File: config.mk
export PLATFORM = sky130hd
export DESIGN_NAME = tmr_scrub_reg
export DESIGN_NICKNAME = d
export VERILOG_FILES = /design/src/rtl/tmr_pkg.sv /design/src/rtl/tmr_copy_reg.sv /design/src/rtl/tmr_voter.sv /design/src/rtl/tmr_scrub_timer.sv /design/src/rtl/tmr_mismatch.sv /design/src/rtl/tmr_scrub_reg.sv
export SDC_FILE = /design/constraint.sdc
export NUM_CORES = 1
export LEC_CHECK = 0
export ABC_CLOCK_PERIOD_IN_PS = 4100
export BUFFER_PORTS_ARGS = -buffer_cell sky130_fd_sc_hd__buf_4
export CORE_MARGIN = 1.5
export CORE_UTILIZATION = 45
export CTS_CLUSTER_SIZE = 30
export DETAILED_ROUTE_END_ITERATION = 8
export GPL_ROUTABILITY_DRIVEN = 0
export PLACE_DENSITY = 0.7
export SYNTH_ARGS = -nofsm -noshare
export SYNTH_HDL_FRONTEND = slang
export SYNTH_SLANG_ARGS = --single-unit
File: constraint.sdc
create_clock -name clk -period 4.1 [get_ports clk]
set_clock_uncertainty 0.2 [all_clocks]
set_input_delay 0 -clock clk [delete_from_list [all_inputs] [get_ports clk]]
set_output_delay 0 -clock clk [all_outputs]
set_load 0.02 [all_outputs]
File: src/rtl/tmr_pkg.sv
package tmr_pkg;
  localparam int unsigned NCOPY = 3;

  typedef enum logic [1:0] {
    NXT_HOLD  = 2'd0,
    NXT_LOAD  = 2'd1,
    NXT_SCRUB = 2'd2
  } nxt_src_e;
endpackage

File: src/rtl/tmr_copy_reg.sv
module tmr_copy_reg
  import tmr_pkg::*;
#(
  parameter int unsigned DATA_W = 8
) (
  input  logic              clk,
  input  logic              rst,
  input  logic              load,
  input  logic [DATA_W-1:0] load_data,
  input  logic              scrub,
  input  logic [DATA_W-1:0] scrub_data,
  input  logic              inj,
  input  logic [DATA_W-1:0] inj_bits,
  output logic [DATA_W-1:0] q
);
  nxt_src_e          src;
  logic [DATA_W-1:0] base;
  logic [DATA_W-1:0] flip;

  // load outranks scrub; scrub outranks hold
  always_comb begin
    if (load)       src = NXT_LOAD;
    else if (scrub) src = NXT_SCRUB;
    else            src = NXT_HOLD;
  end

  always_comb begin
    unique case (src)
      NXT_LOAD:  base = load_data;
      NXT_SCRUB: base = scrub_data;
      default:   base = q;
    endcase
  end

  assign flip = inj ? inj_bits : '0;

  always_ff @(posedge clk) begin
    if (rst) q <= '0;
    else     q <= base ^ flip;
  end
endmodule

File: src/rtl/tmr_voter.sv
module tmr_voter #(
  parameter int unsigned DATA_W = 8
) (
  input  logic [DATA_W-1:0] a,
  input  logic [DATA_W-1:0] b,
  input  logic [DATA_W-1:0] c,
  output logic [DATA_W-1:0] y
);
  // full-adder carry per bit
  assign y = (a & b) | (b & c) | (a & c);
endmodule

File: src/rtl/tmr_scrub_timer.sv
module tmr_scrub_timer #(
  parameter int unsigned SCRUB_INTERVAL = 64
) (
  input  logic clk,
  input  logic rst,
  output logic tick
);
  generate
    if (SCRUB_INTERVAL <= 1) begin : g_every
      assign tick = 1'b1;
    end else begin : g_count
      localparam int unsigned CNT_W = $clog2(SCRUB_INTERVAL);
      localparam logic [CNT_W-1:0] LAST = CNT_W'(SCRUB_INTERVAL - 1);
      logic [CNT_W-1:0] cnt;
      assign tick = (cnt == LAST);
      always_ff @(posedge clk) begin
        if (rst)       cnt <= '0;
        else if (tick) cnt <= '0;
        else           cnt <= cnt + 1'b1;
      end
    end
  endgenerate
endmodule

File: src/rtl/tmr_mismatch.sv
module tmr_mismatch
  import tmr_pkg::*;
#(
  parameter int unsigned DATA_W = 8
) (
  input  logic                         clk,
  input  logic                         rst,
  input  logic [NCOPY-1:0][DATA_W-1:0] copies,
  input  logic [NCOPY-1:0][DATA_W-1:0] votes,
  output logic [NCOPY-1:0]             flags
);
  logic [NCOPY-1:0] diff;

  for (genvar i = 0; i < NCOPY; i++) begin : g_cmp
    assign diff[i] = |(copies[i] ^ votes[i]);
  end

  always_ff @(posedge clk) begin
    if (rst) flags <= '0;
    else     flags <= diff;
  end
endmodule

File: src/rtl/tmr_scrub_reg.sv
module tmr_scrub_reg
  import tmr_pkg::*;
#(
  parameter int unsigned DATA_W         = 8,
  parameter int unsigned SCRUB_INTERVAL = 64
) (
  input  logic                      clk,
  input  logic                      rst,
  input  logic                      in_valid,
  output logic                      in_ready,
  input  logic [DATA_W-1:0]         in_data,
  input  logic [NCOPY-1:0]          inj_en,
  input  logic [NCOPY*DATA_W-1:0]   inj_mask,
  output logic [NCOPY*DATA_W-1:0]   out_lanes,
  output logic [NCOPY-1:0]          mismatch
);
  logic [NCOPY-1:0][DATA_W-1:0] copy_q;
  logic [NCOPY-1:0][DATA_W-1:0] lane_v;
  logic                         scrub_tick;

  assign in_ready = 1'b1;

  tmr_scrub_timer #(.SCRUB_INTERVAL(SCRUB_INTERVAL)) u_timer (
    .clk  (clk),
    .rst  (rst),
    .tick (scrub_tick)
  );

  for (genvar i = 0; i < NCOPY; i++) begin : g_copy
    tmr_copy_reg #(.DATA_W(DATA_W)) u_reg (
      .clk        (clk),
      .rst        (rst),
      .load       (in_valid),
      .load_data  (in_data),
      .scrub      (scrub_tick),
      .scrub_data (lane_v[i]),
      .inj        (inj_en[i]),
      .inj_bits   (inj_mask[i*DATA_W +: DATA_W]),
      .q          (copy_q[i])
    );

    // one voter per lane, no shared voting logic
    tmr_voter #(.DATA_W(DATA_W)) u_vote (
      .a (copy_q[0]),
      .b (copy_q[1]),
      .c (copy_q[2]),
      .y (lane_v[i])
    );

    assign out_lanes[i*DATA_W +: DATA_W] = lane_v[i];
  end

  tmr_mismatch #(.DATA_W(DATA_W)) u_mis (
    .clk    (clk),
    .rst    (rst),
    .copies (copy_q),
    .votes  (lane_v),
    .flags  (mismatch)
  );
endmodule

## Yosys cells after proc, flatten, opt, wreduce, memory -nomap -nowiden

Index checks and enable logic that the tools add are counted.

- $add $sub $neg: 1
- Multipliers: 0
- Divide/modulo/power cells: 0
- Magnitude comparators: 0
- Eq/ne operators: 3
- Shift-type cells: 0
- Multiplexer cells: 8
- Bitwise gates (word level): 11
- Reductions and logical operators: 4

Operator list:

| operator | number |
|---|---|
| $pmux 8 s2 | 3 |
| $xor 8x8->8 | 6 |
| $and 8x8->8 | 3 |
| $mux 8 | 3 |
| $reduce_or 8->1 | 3 |
| $or 8x8->8 | 2 |
| $add 6x1->6 const B | 1 |
| $eq 6x6->1 const B | 1 |
| $mux 2 | 2 |
| $eq 2x1->1 const B | 1 |
| $eq 2x2->1 const B | 1 |
| $reduce_or 2->1 | 1 |

- Register bits: 33
- Latch bits: 0
- RAM bits: 0
- Memory bits (read-only): 0
- Input port bits: 38
- Output and inout bits: 28
- Logic and storage cells: 32
- Memories kept: 0

## Longest topological paths before layout

Gate-level depths: netlist (run 1).

- Depth after elaboration: 6
- Depth in mapped cells: 7
- Mapped depth without buffers: 5

## Cells and area by module

Synthesis (run 1) repeated with hierarchy kept, for this count alone.

- Cell total of the unflattened synthesis: 275
- Area, all modules: 2527.4 um2

By module, submodules not included:

| module | instances | cells an instance | area an instance (um2) |
|---|---|---|---|
| tmr_copy_reg | 3 | 63 | 561.8 |
| tmr_mismatch | 1 | 36 | 322.8 |
| tmr_voter | 3 | 8 | 90.1 |
| tmr_scrub_timer | 1 | 24 | 237.7 |
| tmr_scrub_reg | 1 | 2 | 11.3 |

## Least setup slack after synthesis (run 1)

No wires, ideal clock.

- Path kind: register to register
- From: reg u_timer.g_count.cnt[0]
- To: reg g_copy[0].u_reg.q[7]
- Setup time: 0.126 ns
- Arrival time: 1.445 ns
- Required time: 3.774 ns
- Setup slack: 2.329 ns
- Cell stages (with the launch flop): 8
- Buffers on the path: 2
- Clock period less this slack: 1.771 ns
- Cells stage by stage: dfxtp_1 > ha_1 > and3_1 > buf_6 > buf_8 > a32o_2 > o21ai_1 > o31ai_1

- Cells in the longest elaborated chain, start to end: 6

Ends and longest elaborated chain:

| what | RTL line | text |
|---|---|---|
| from (decl) | tmr_scrub_timer.sv:14 | `logic [CNT_W-1:0] cnt;` |
| from (signal assigned) | tmr_scrub_timer.sv:19 | `else cnt <= cnt + 1'b1;` |
| $eq 6x6->1 (*) | tmr_scrub_timer.sv:15 | `assign tick = (cnt == LAST);` |
| $mux 2 (*) | tmr_copy_reg.sv:23 | `else if (scrub) src = NXT_SCRUB;` |
| $mux 2 (*) | tmr_copy_reg.sv:22 | `if (load) src = NXT_LOAD;` |
| $eq 2x2->1 / $eq 2x1->1 (equally long branches) | tmr_copy_reg.sv:28 | `unique case (src)` |
| $pmux 8 s2 (*) | tmr_copy_reg.sv:28 |  |
| $xor 8x8->8 (*) | tmr_copy_reg.sv:39 | `else q <= base ^ flip;` |
| to (signal assigned) | tmr_copy_reg.sv:39 |  |
| to (decl) | tmr_copy_reg.sv:14 | `output logic [DATA_W-1:0] q` |

Mark *: on every way between the ends. The rest lies on a longest branch, timed or not.
A chain may end at the register's enable or synchronous reset.

## Final worst setup path (run 1)

Same ends and word-level chain as after synthesis.

==> metrics.csv, run 1 <==
metric;value;unit
outcome;completed;
leakage;1.38;nW
combinational_share_of_power;0.320;
grt_pass1_wl;12700;um
syn_inst;312;
cts_inserted_buffers;5;
clock_pin_transition_on_the_worst_setup_and_hold_timing_paths;70;ps
io_buffer_count;64;
cap_viol_max_count;0;
netSwitchingPower;0.308;mW
clk_path_buf_depth;2;
slew_headroom;0.222;
layout.nets;455;
io-pin-count;66;
reg2reg_from;u_timer.g_count.cnt[0];
swShare;0.318;
pwr_density_cell;269;nW/um^2
yosys_warnings;0;
number_of_antenna_violations_at_the_first_check_in_global_routing;0;
cp_data_arrival_time;3040;ps
slew_violations;0;
totalWireLength;7500;um
grt_max_degree;55;
synth.avg_cell_area;7.83;sq um
dp_slack;1690;ps
ratio_of_cells_with_drive_above_1_in_the_final_layout;0.204;
period_share;0.735;
report.power.total;0.969;mW
final_antenna_net_count;0;
clock.fmax;332;MHz
grtUsageMet1;0.354;
clkPwrFrac;0.289;
detail_route.first_pass.iterations;4;
worstRegToRegCells;6;
timing.setup.tns;0;ps
r2r_setup_slack;1090;ps
syn_area;2440;sq um
die_w;76.7;um
vias_per_cell;5.61;
cp-end-kind;flop;
global_routing_met2_resource_utilization;0.441;
place_hpwl;4380;um
tritoncts;yes;
min_from;u_timer.g_count.cnt[0];
synth-seq-area-share;0.270;
start_util;0.472;
critical_path_required;4130;ps
hold_path.class;flop to flop;
hold_violations;0;
worst-slew-pin-transition;1170;ps
critical_path.max_fanout;33;
hold-path-endpoint;u_timer.g_count.cnt[0];
finalSetupViolations;0;
grt_most_used_layer;met2;
n_fill_cell;423;
route.detailed.wl_per_inst;15.4;um
grtUsageTotal;0.266;
cts-htree-levels;2;
path_class;flop to flop;
period_needed;3010;ps
commonest_non_fill_non_tap_cells_in_the_layout;73 x dlygate4sd3_1, 64 x buf_4, 33 x dfxtp_1, 28 x nand3b_1, 27 x a21oi_1;
flop_and_latch_count_out_of_synthesis;33;
layout.cells.most_common;dlygate4sd3_1;
pwr-share-seq;0.391;
cell_internal_pwr;0.661;mW
synth.lib_cells_used.distinct;37;
mappedNetlistNets;351;
rsz0062_at_grt;false;
drt_iter0_drc;230;
clk_root_buffer_cell;clkbuf_8;
overall_die_area;5880;sq um
insertedDiodeCount;0;
grt-ovfl-total;0;
worst_setup_path_start_kind;flop;
gr-usage-met3;0.0393;
irDropWorstVdd;0.147;mV
floorplan.core_area;5170;sq um
min_path_cells;1;
vias;2734;
die_y;76.7;um
finalWorstSetupSlack;1090;ps
cts_sinks;33;
core.rowCount;26;
finish.utilization;0.695;
finalHoldWorstSlack;265;ps
crit-reg2reg-capture;g_copy[0].u_reg.q[7];
clock_insertion_delay_worst_skew;290;ps
syn2layout_area_growth;47.2;%
grt_pass1_vias;2641;
drc;0;
[per-layer routing]
layer / share of wire / vias up
li1: - / 1373
met1: 0.45 / 1254
met2: 0.49 / 96
met3: 0.053 / 11
met4: 0.013 / 0
met5: 0 / -
[flip-flops by register name, indices dropped and copies added, names as in the netlist]
register,flops
u_mis.flags,3
u_timer.g_count.cnt,6
g_copy.u_reg.q,24
[synth_stat cells]
cell       instances  area [sq um]
a2111oi_0          3          26.3
a211oi_1          24           180
a21o_1             1          7.51
a21oi_1           27           135
a221oi_1           6          52.6
a31oi_1            2          12.5
a32o_1             4          40.0
a32o_2             4          45.0
a41oi_1            1          8.76
and2_1             1          6.26
and3_1             1          6.26
and3b_1            1          8.76
buf_2              5          25.0
buf_4             17           128
buf_6              2          22.5
buf_8              1          15.0
clkbuf_1          15          56.3
conb_1             1          3.75
dfxtp_1           33           661
ha_1               1          12.5
inv_1             25          93.8
maj3_2             8          90.1
nand2b_1           2          12.5
nand3_1            3          15.0
nand3b_1          28           210
nand4_1            1          6.26
nor2_1            12          45.0
nor3_1            11          55.1
o2111ai_1          2          17.5
o21a_1             1          7.51
o21ai_0           13          65.1
o21ai_1           24           120
o221a_2            1          11.3
o31ai_1           24           180
or3b_1             3          26.3
xnor2_1            1          8.76
xor2_1             3          26.3
[stage by stage]
step           instances  area, sq um
5_1_grt              487         3600
6_report             487         3600
3_3_place_gp         406         2770
4_1_cts              487         3600
2_1_floorplan        312         2440
3_5_place_dp         406         2770
[what timing repair did]
action | in CTS | in global routing
hold buffers | 73 | 0
buffers inserted | 0 | 0
gates resized for setup | 0 | 0
hold endpoints to repair | 26 | 0
[worst max-delay path, cell delays in order, from the launching register on]
cell and delay [ps]:
dfxtp_1 370, ha_1 220, and3_1 960, a32o_2 410, o21ai_1 90, o31ai_1 90, dlygate4sd3_1 620
[power groups by stage]
| stage | Combinational [mW] | Sequential (mW) | Clock (mW) |
|---|---|---|---|
| 2_1_floorplan | 0.167 | 0.384 | 0 |
| 3_3_place_gp | 0.240 | 0.386 | 0 |
| 3_5_place_dp | 0.245 | 0.385 | 0 |
| 4_1_cts | 0.303 | 0.378 | 0.282 |
| 5_1_grt | 0.336 | 0.385 | 0.297 |
| 6_report | 0.310 | 0.379 | 0.280 |
[cells by family (layout without fill, tap and decap cells)]
| family | count (synthesis) | in the layout | synth area share |
|---|---|---|---|
| buf+inv | 65 | 170 | 0.139 |
| flops | 33 | 33 | 0.270 |
| other cells | 1 | 1 | 0.00153 |
| xor+xnor | 4 | 4 | 0.0143 |
| simple gates | 63 | 63 | 0.160 |
| compound gates | 137 | 137 | 0.372 |
| fa+ha+maj | 9 | 9 | 0.0420 |
[how the worst max path moves through the flow]
stage	slack, ps	endpoint	depth (start not counted)	startpoint
CTS	1150	g_copy[1].u_reg.q[0]	6	u_timer.g_count.cnt[0]
floorplan	2330	g_copy[0].u_reg.q[7]	7	u_timer.g_count.cnt[0]
finish	1090	g_copy[0].u_reg.q[7]	6	u_timer.g_count.cnt[0]
detailed placement	1690	g_copy[1].u_reg.q[1]	5	u_timer.g_count.cnt[0]
global placement	1780	g_copy[0].u_reg.q[0]	5	u_timer.g_count.cnt[0]
global route	870	g_copy[0].u_reg.q[5]	5	u_timer.g_count.cnt[0]
[cell type report]
type | instances | area, sq um | area share
Tap cell | 70 | 87.6 | 0.0243
Clock buffer | 7 | 96.3 | 0.0268
Inverter | 25 | 93.8 | 0.0261
Clock inverter | 1 | 5.00 | 0.00139
Timing Repair Buffer | 137 | 1210 | 0.337
Multi-Input combinational cell | 214 | 1440 | 0.401
Sequential cell | 33 | 661 | 0.184
(Power assumes the default switching activity.)
==> run 2, diff against run 1 <==
Settings changed: ABC_CLOCK_PERIOD_IN_PS 4100 to 2900.
Clock period 4.1 ns to 2.9 ns, I/O delays scaled along.
==> run 2 against run 1 <==
Compared with the run above:
- power increased by 38%
- first-iteration DRC count decreased by 5.7%
- worst setup slack worse by 810 ps
- final area shrank 0.21%
==> metrics.csv, run 2 (synthesized netlist as in run 1, its figures left out) <==
metric;value;unit;change
start_util;0.472;;unchanged
numPlacedInstances;407;;+0.25%
layout.cells.most_common;dlygate4sd3_1;;
largest_reg_flops;24;;unchanged
clock_pin_transition_on_the_worst_setup_and_hold_timing_paths;70;ps;about the same
top_regs;g_copy.u_reg.q x24, u_timer.g_count.cnt x6, u_mis.flags x3;;
syn2layout_area_growth;46.9;%;
core.rowCount;26;;unchanged
io-pin-count;66;;unchanged
clk_path_buf_depth;2;;unchanged
cp_data_arrival_time;2590;ps;-450 ps
gr-usage-met3;0.0548;;+0.0155
crit-reg2reg-capture;g_copy[1].u_reg.q[0];;
hold_violations;0;;unchanged
stdcell_area;3590;sq um;-0.21%
drc;0;;unchanged
worst-slew-pin-transition;946;ps;-221 ps
ctsResizeCount;0;;unchanged
io_buffer_count;64;;unchanged
slew_violations;0;;unchanged
detail_route.first_pass.iterations;6;;+2
clock_insertion_delay_worst_skew;290;ps;about the same
finalSetupViolations;0;;unchanged
slew_headroom;0.369;;+0.147
irDropWorstVdd;0.202;mV;+37%
min_path_cells;1;;unchanged
totalWireLength;7530;um;+0.45%
grt_pass1_wl;12500;um;-1.2%
place_hpwl;4480;um;+2.2%
clk_root_buffer_cell;clkbuf_8;;
vias;2778;;+1.6%
overall_die_area;5880;sq um;unchanged
grt_most_used_layer;met2;;
leakage;1.37;nW;-0.32%
worstRegToRegCells;5;;-1
critical_path_required;2870;ps;-1260 ps
cts_sinks;33;;unchanged
clock.fmax;381;MHz;+15%
dp_slack;966;ps;-728 ps
cts_inserted_buffers;5;;unchanged
floorplan.core_area;5170;sq um;unchanged
global_routing_met2_resource_utilization;0.452;;+0.0115
period_needed;2620;ps;-391 ps
grtUsageTotal;0.267;;+0.00119
grt_pass1_vias;2699;;+2.2%
tritoncts;yes;;
stdcell_count;487;;unchanged
cts-htree-levels;2;;unchanged
ratio_of_cells_with_drive_above_1_in_the_final_layout;0.201;;-0.00240
grtUsageMet1;0.327;;-0.0272
r2r_setup_slack;280;ps;-810 ps
die_y;76.7;um;unchanged
number_of_antenna_violations_at_the_first_check_in_global_routing;0;;unchanged
route.detailed.wl_per_inst;15.5;um;+0.45%
vias_per_cell;5.70;;+1.6%
insertedDiodeCount;0;;unchanged
commonest_non_fill_non_tap_cells_in_the_layout;73 x dlygate4sd3_1, 65 x buf_4, 33 x dfxtp_1, 28 x nand3b_1, 27 x a21oi_1;;
outcome;completed;;
final_antenna_net_count;0;;unchanged
cap_viol_max_count;0;;unchanged
post_detailed_placement_cell_area;2770;sq um;+0.27%
cp-end-kind;flop;;
finalWorstSetupSlack;276;ps;-809 ps
period_share;0.905;;+0.169
grt_max_degree;55;;unchanged
path_class;flop to flop;;
n_fill_cell;426;;+0.71%
min_from;u_timer.g_count.cnt[0];;
grt-ovfl-total;0;;unchanged
hold-path-endpoint;u_timer.g_count.cnt[0];;
die_w;76.7;um;unchanged
layout.nets;456;;+0.22%
rsz0062_at_grt;false;;
pwr_density_cell;373;nW/um^2;+38%
worst_setup_path_start_kind;flop;;
critical_path.max_fanout;26;;-21%
timing.setup.tns;0;ps;unchanged
reg2reg_from;u_timer.g_count.cnt[3];;
hold_path.class;flop to flop;;
drt_iter0_drc;217;;-5.7%
largest_register;g_copy.u_reg.q;;
run 2: cell type report:
type / count / area [sq um] / area share
Tap cell: 70 / 87.6 / 0.0244
Inverter: 25 / 93.8 / 0.0261
Clock buffer: 7 / 86.3 / 0.0241
Timing Repair Buffer: 138 / 1220 / 0.339
Multi-Input combinational cell: 214 / 1440 / 0.402
Sequential cell: 33 / 661 / 0.184
run 2: how the worst max path moves through the flow:
stage,slack (ps),cells after the start,start,endpoint
floorplan,1130,7,u_timer.g_count.cnt[0],g_copy[0].u_reg.q[7]
global placement,960,4,u_timer.g_count.cnt[3],g_copy[1].u_reg.q[3]
detailed placement,970,4,u_timer.g_count.cnt[3],g_copy[0].u_reg.q[7]
CTS,420,5,u_timer.g_count.cnt[3],g_copy[2].u_reg.q[1]
global route,120,4,u_timer.g_count.cnt[3],g_copy[1].u_reg.q[0]
finish,280,5,u_timer.g_count.cnt[3],g_copy[1].u_reg.q[0]
run 2: repair_timing:
item | 4_1_cts | 5_1_grt
hold buffers | 73 | 0
hold endpoints to repair | 26 | 0
buffers inserted | 0 | 0
run 2: worst max-delay path, cell delays in order, from the launching register on:
cell and delay, ps:
dfxtp_1 380, and2_1 770, a211oi_1 230, o21ai_1 220, o31ai_1 110, dlygate4sd3_1 590
run 2: per-layer routing:
metal  share of wire  vias up
li1                -     1375
met1            0.45     1290
met2            0.48       98
met3           0.052       15
met4           0.019        0
met5               0        -
run 2: report_power, final:
part / switching [mW] / total (mW) / leakage [nW] / internal [mW]
logic: 0.210 / 0.438 / 1.06 / 0.228
registers: 0.0461 / 0.538 / 0.273 / 0.492
clock network: 0.175 / 0.363 / 0.0443 / 0.188
total: 0.431 / 1.34 / 1.37 / 0.908
run 2: through the flow:
| step | hold WS (ps) | power (mW) | utilization |
|---|---|---|---|
| after floorplan | -36.6 | 0.778 | - |
| after global routing | 284 | 1.41 | 0.694 |
| after global placement | 92.3 | 0.885 | 0.536 |
| final | 268 | 1.34 | 0.694 |
| after CTS | 268 | 1.33 | 0.694 |
| after detailed placement | 95.8 | 0.892 | 0.536 |
==> run 3, diff against run 2 <==
Settings changed: PLACE_DENSITY 0.7 to unset, PLACE_DENSITY_LB_ADDON set to 0.15, SETUP_SLACK_MARGIN set to 0.02.
==> run 3 against run 2 <==
Compared with the run above:
- via count shrank 0.79%
- register-to-register slack got worse by 30 ps
- cell count increased by 0.41%
- die area did not move
- sequential share of layout area barely moved
- final area barely moved
- power is 1.9% lower
- global-route usage shrank 0.74 points
- fmax shrank 1.1%
- critical path type unchanged
==> metrics.csv, run 3 (synthesized netlist as in run 1, its figures left out) <==
metric;value;unit;change
outcome;completed;;
cap_viol_max_count;0;;unchanged
layout.area.seq;661;sq um;unchanged
clock.fmax;377;MHz;-1.1%
syn2layout_area_growth;47.0;%;about the same
critical_path_required;2930;ps;+60 ps
detail_route.first_pass.iterations;4;;-2
cts_inserted_buffers;5;;unchanged
largest_register;g_copy.u_reg.q;;
grtUsageTotal;0.260;;-0.00745
gr-usage-met3;0.0405;;-0.0143
grt_pass1_wl;12200;um;-2.3%
crit_path_cell_trace;ha_1 > and3_2 > buf_4 > a32o_1 > o21ai_1 > o31ai_1 > dlygate4sd3_1;;
grt_most_used_layer;met2;;
drt_iter0_drc;167;;-23%
clock_pin_transition_on_the_worst_setup_and_hold_timing_paths;70;ps;about the same
place_hpwl;4530;um;+1.2%
leakage;1.37;nW;-0.12%
number_of_antenna_violations_at_the_first_check_in_global_routing;0;;unchanged
overall_die_area;5880;sq um;unchanged
pwr_density_cell;366;nW/um^2;-2.0%
insertedDiodeCount;0;;unchanged
stdcell_count;489;;+0.41%
clk_root_buffer_cell;clkbuf_8;;
io_buffer_count;64;;unchanged
io-pin-count;66;;unchanged
top_regs;g_copy.u_reg.q x24, u_timer.g_count.cnt x6, u_mis.flags x3;;
layout.nets;457;;+0.22%
core.rowCount;26;;unchanged
grtUsageMet1;0.328;;+0.000967
cp-end-kind;flop;;
commonest_non_fill_non_tap_cells_in_the_layout;73 x dlygate4sd3_1, 66 x buf_4, 33 x dfxtp_1, 28 x nand3b_1, 27 x a21oi_1;;
path_class;flop to flop;;
floorplan.core_area;5170;sq um;unchanged
route.detailed.wl_per_inst;15.2;um;-1.8%
numPlacedInstances;408;;+0.25%
vias_per_cell;5.64;;-1.2%
start_util;0.472;;unchanged
multi_input_area;1440;sq um;about the same
clk_path_buf_depth;2;;unchanged
grt_pass1_vias;2607;;-3.4%
final_antenna_net_count;0;;unchanged
global_routing_met2_resource_utilization;0.444;;-0.00796
slew_headroom;0.655;;+0.286
finalSetupViolations;0;;unchanged
hold_path.class;input port to flop;;
ratio_of_cells_with_drive_above_1_in_the_final_layout;0.203;;+0.00143
cp_slowest_stage_delay;590;ps;-180 ps
grt_max_degree;55;;unchanged
n_fill_cell;424;;-0.47%
worst_setup_path_start_kind;flop;;
period_needed;2650;ps;+30.4 ps
layout.cells.most_common;dlygate4sd3_1;;
timing.critical_path.slowest_stage_cell;dlygate4sd3_1;;
die_y;76.7;um;unchanged
finalHoldWorstSlack;47.6;ps;-220 ps
vias;2756;;-0.79%
cts-htree-levels;2;;unchanged
clock_insertion_delay_worst_skew;290;ps;about the same
largest_reg_flops;24;;unchanged
critical_path.max_fanout;21;;-19%
die_w;76.7;um;unchanged
cp_data_arrival_time;2680;ps;+90 ps
report.power.total;1.31;mW;-1.9%
cts_sinks;33;;unchanged
timing.setup.tns;0;ps;unchanged
tritoncts;yes;;
worst-slew-pin-transition;504;ps;-442 ps
totalWireLength;7430;um;-1.4%
rsz0062_at_grt;false;;
period_share;0.915;;+0.0105
slew_violations;0;;unchanged
drc;0;;unchanged
hold_violations;0;;unchanged
grt-ovfl-total;0;;unchanged
irDropWorstVdd;0.279;mV;+38%
## run 3: cell types whose count changed in the layout (fill, tap and decap cells not counted), sizes merged
cell / change
clkbuf: +1
buf: +1
## run 3: critical path: cells and delay by family (launching register included)
kind | cells | cell delay (ps)
DFF | 1 | 380
buffers and inverters | 2 | 870
adders and majority gates | 1 | 210
AOI/OAI and AO/OA | 3 | 480
and+or+nand+nor | 1 | 460
## run 3: layout make-up
type                    instances  share of cell area
multi-input cells             214               0.402
inverters                      25              0.0261
flip-flops and latches         33               0.184
repair buffers                139               0.341
well taps                      70              0.0244
clock buffers                   8              0.0223
## run 3: per-stage QoR
step	worst slack, ps	area [sq um]	util
2_1_floorplan	1130	2440	-
3_3_place_gp	663	2780	0.537
3_5_place_dp	571	2780	0.537
4_1_cts	40.7	3590	0.694
5_1_grt	93.1	3590	0.694
6_report	246	3590	0.694
## run 3: final timing paths
check | depth (start not counted) | end | slack (ps) | from
worst min-delay path | 4 | g_copy[2].u_reg.q[4] | 50 | inj_en[2]
worst max-delay path | 7 | g_copy[0].u_reg.q[4] | 250 | u_timer.g_count.cnt[0]
worst max register to register | 7 | g_copy[0].u_reg.q[4] | 250 | u_timer.g_count.cnt[0]
worst min register to register | 1 | u_timer.g_count.cnt[0] | 270 | u_timer.g_count.cnt[0]
## run 3: power by group
group	internal [mW]	total (mW)	switching, mW
Combinational	0.228	0.439	0.212
Sequential	0.492	0.536	0.0441
Clock	0.171	0.338	0.167
Total	0.890	1.31	0.423
## run 3: metal layers
metal / routed length, um / share of wire
met5: 0 / 0
met4: 131 / 0.018
met3: 366 / 0.049
met2: 3560 / 0.48
met1: 3360 / 0.45
## run 3: timing repair
action	CTS	global route
endpoints found under the setup margin	0	9
setup buffers	0	0
resized for setup	0	1
hold buffers	73	0
hold endpoints to repair	27	0
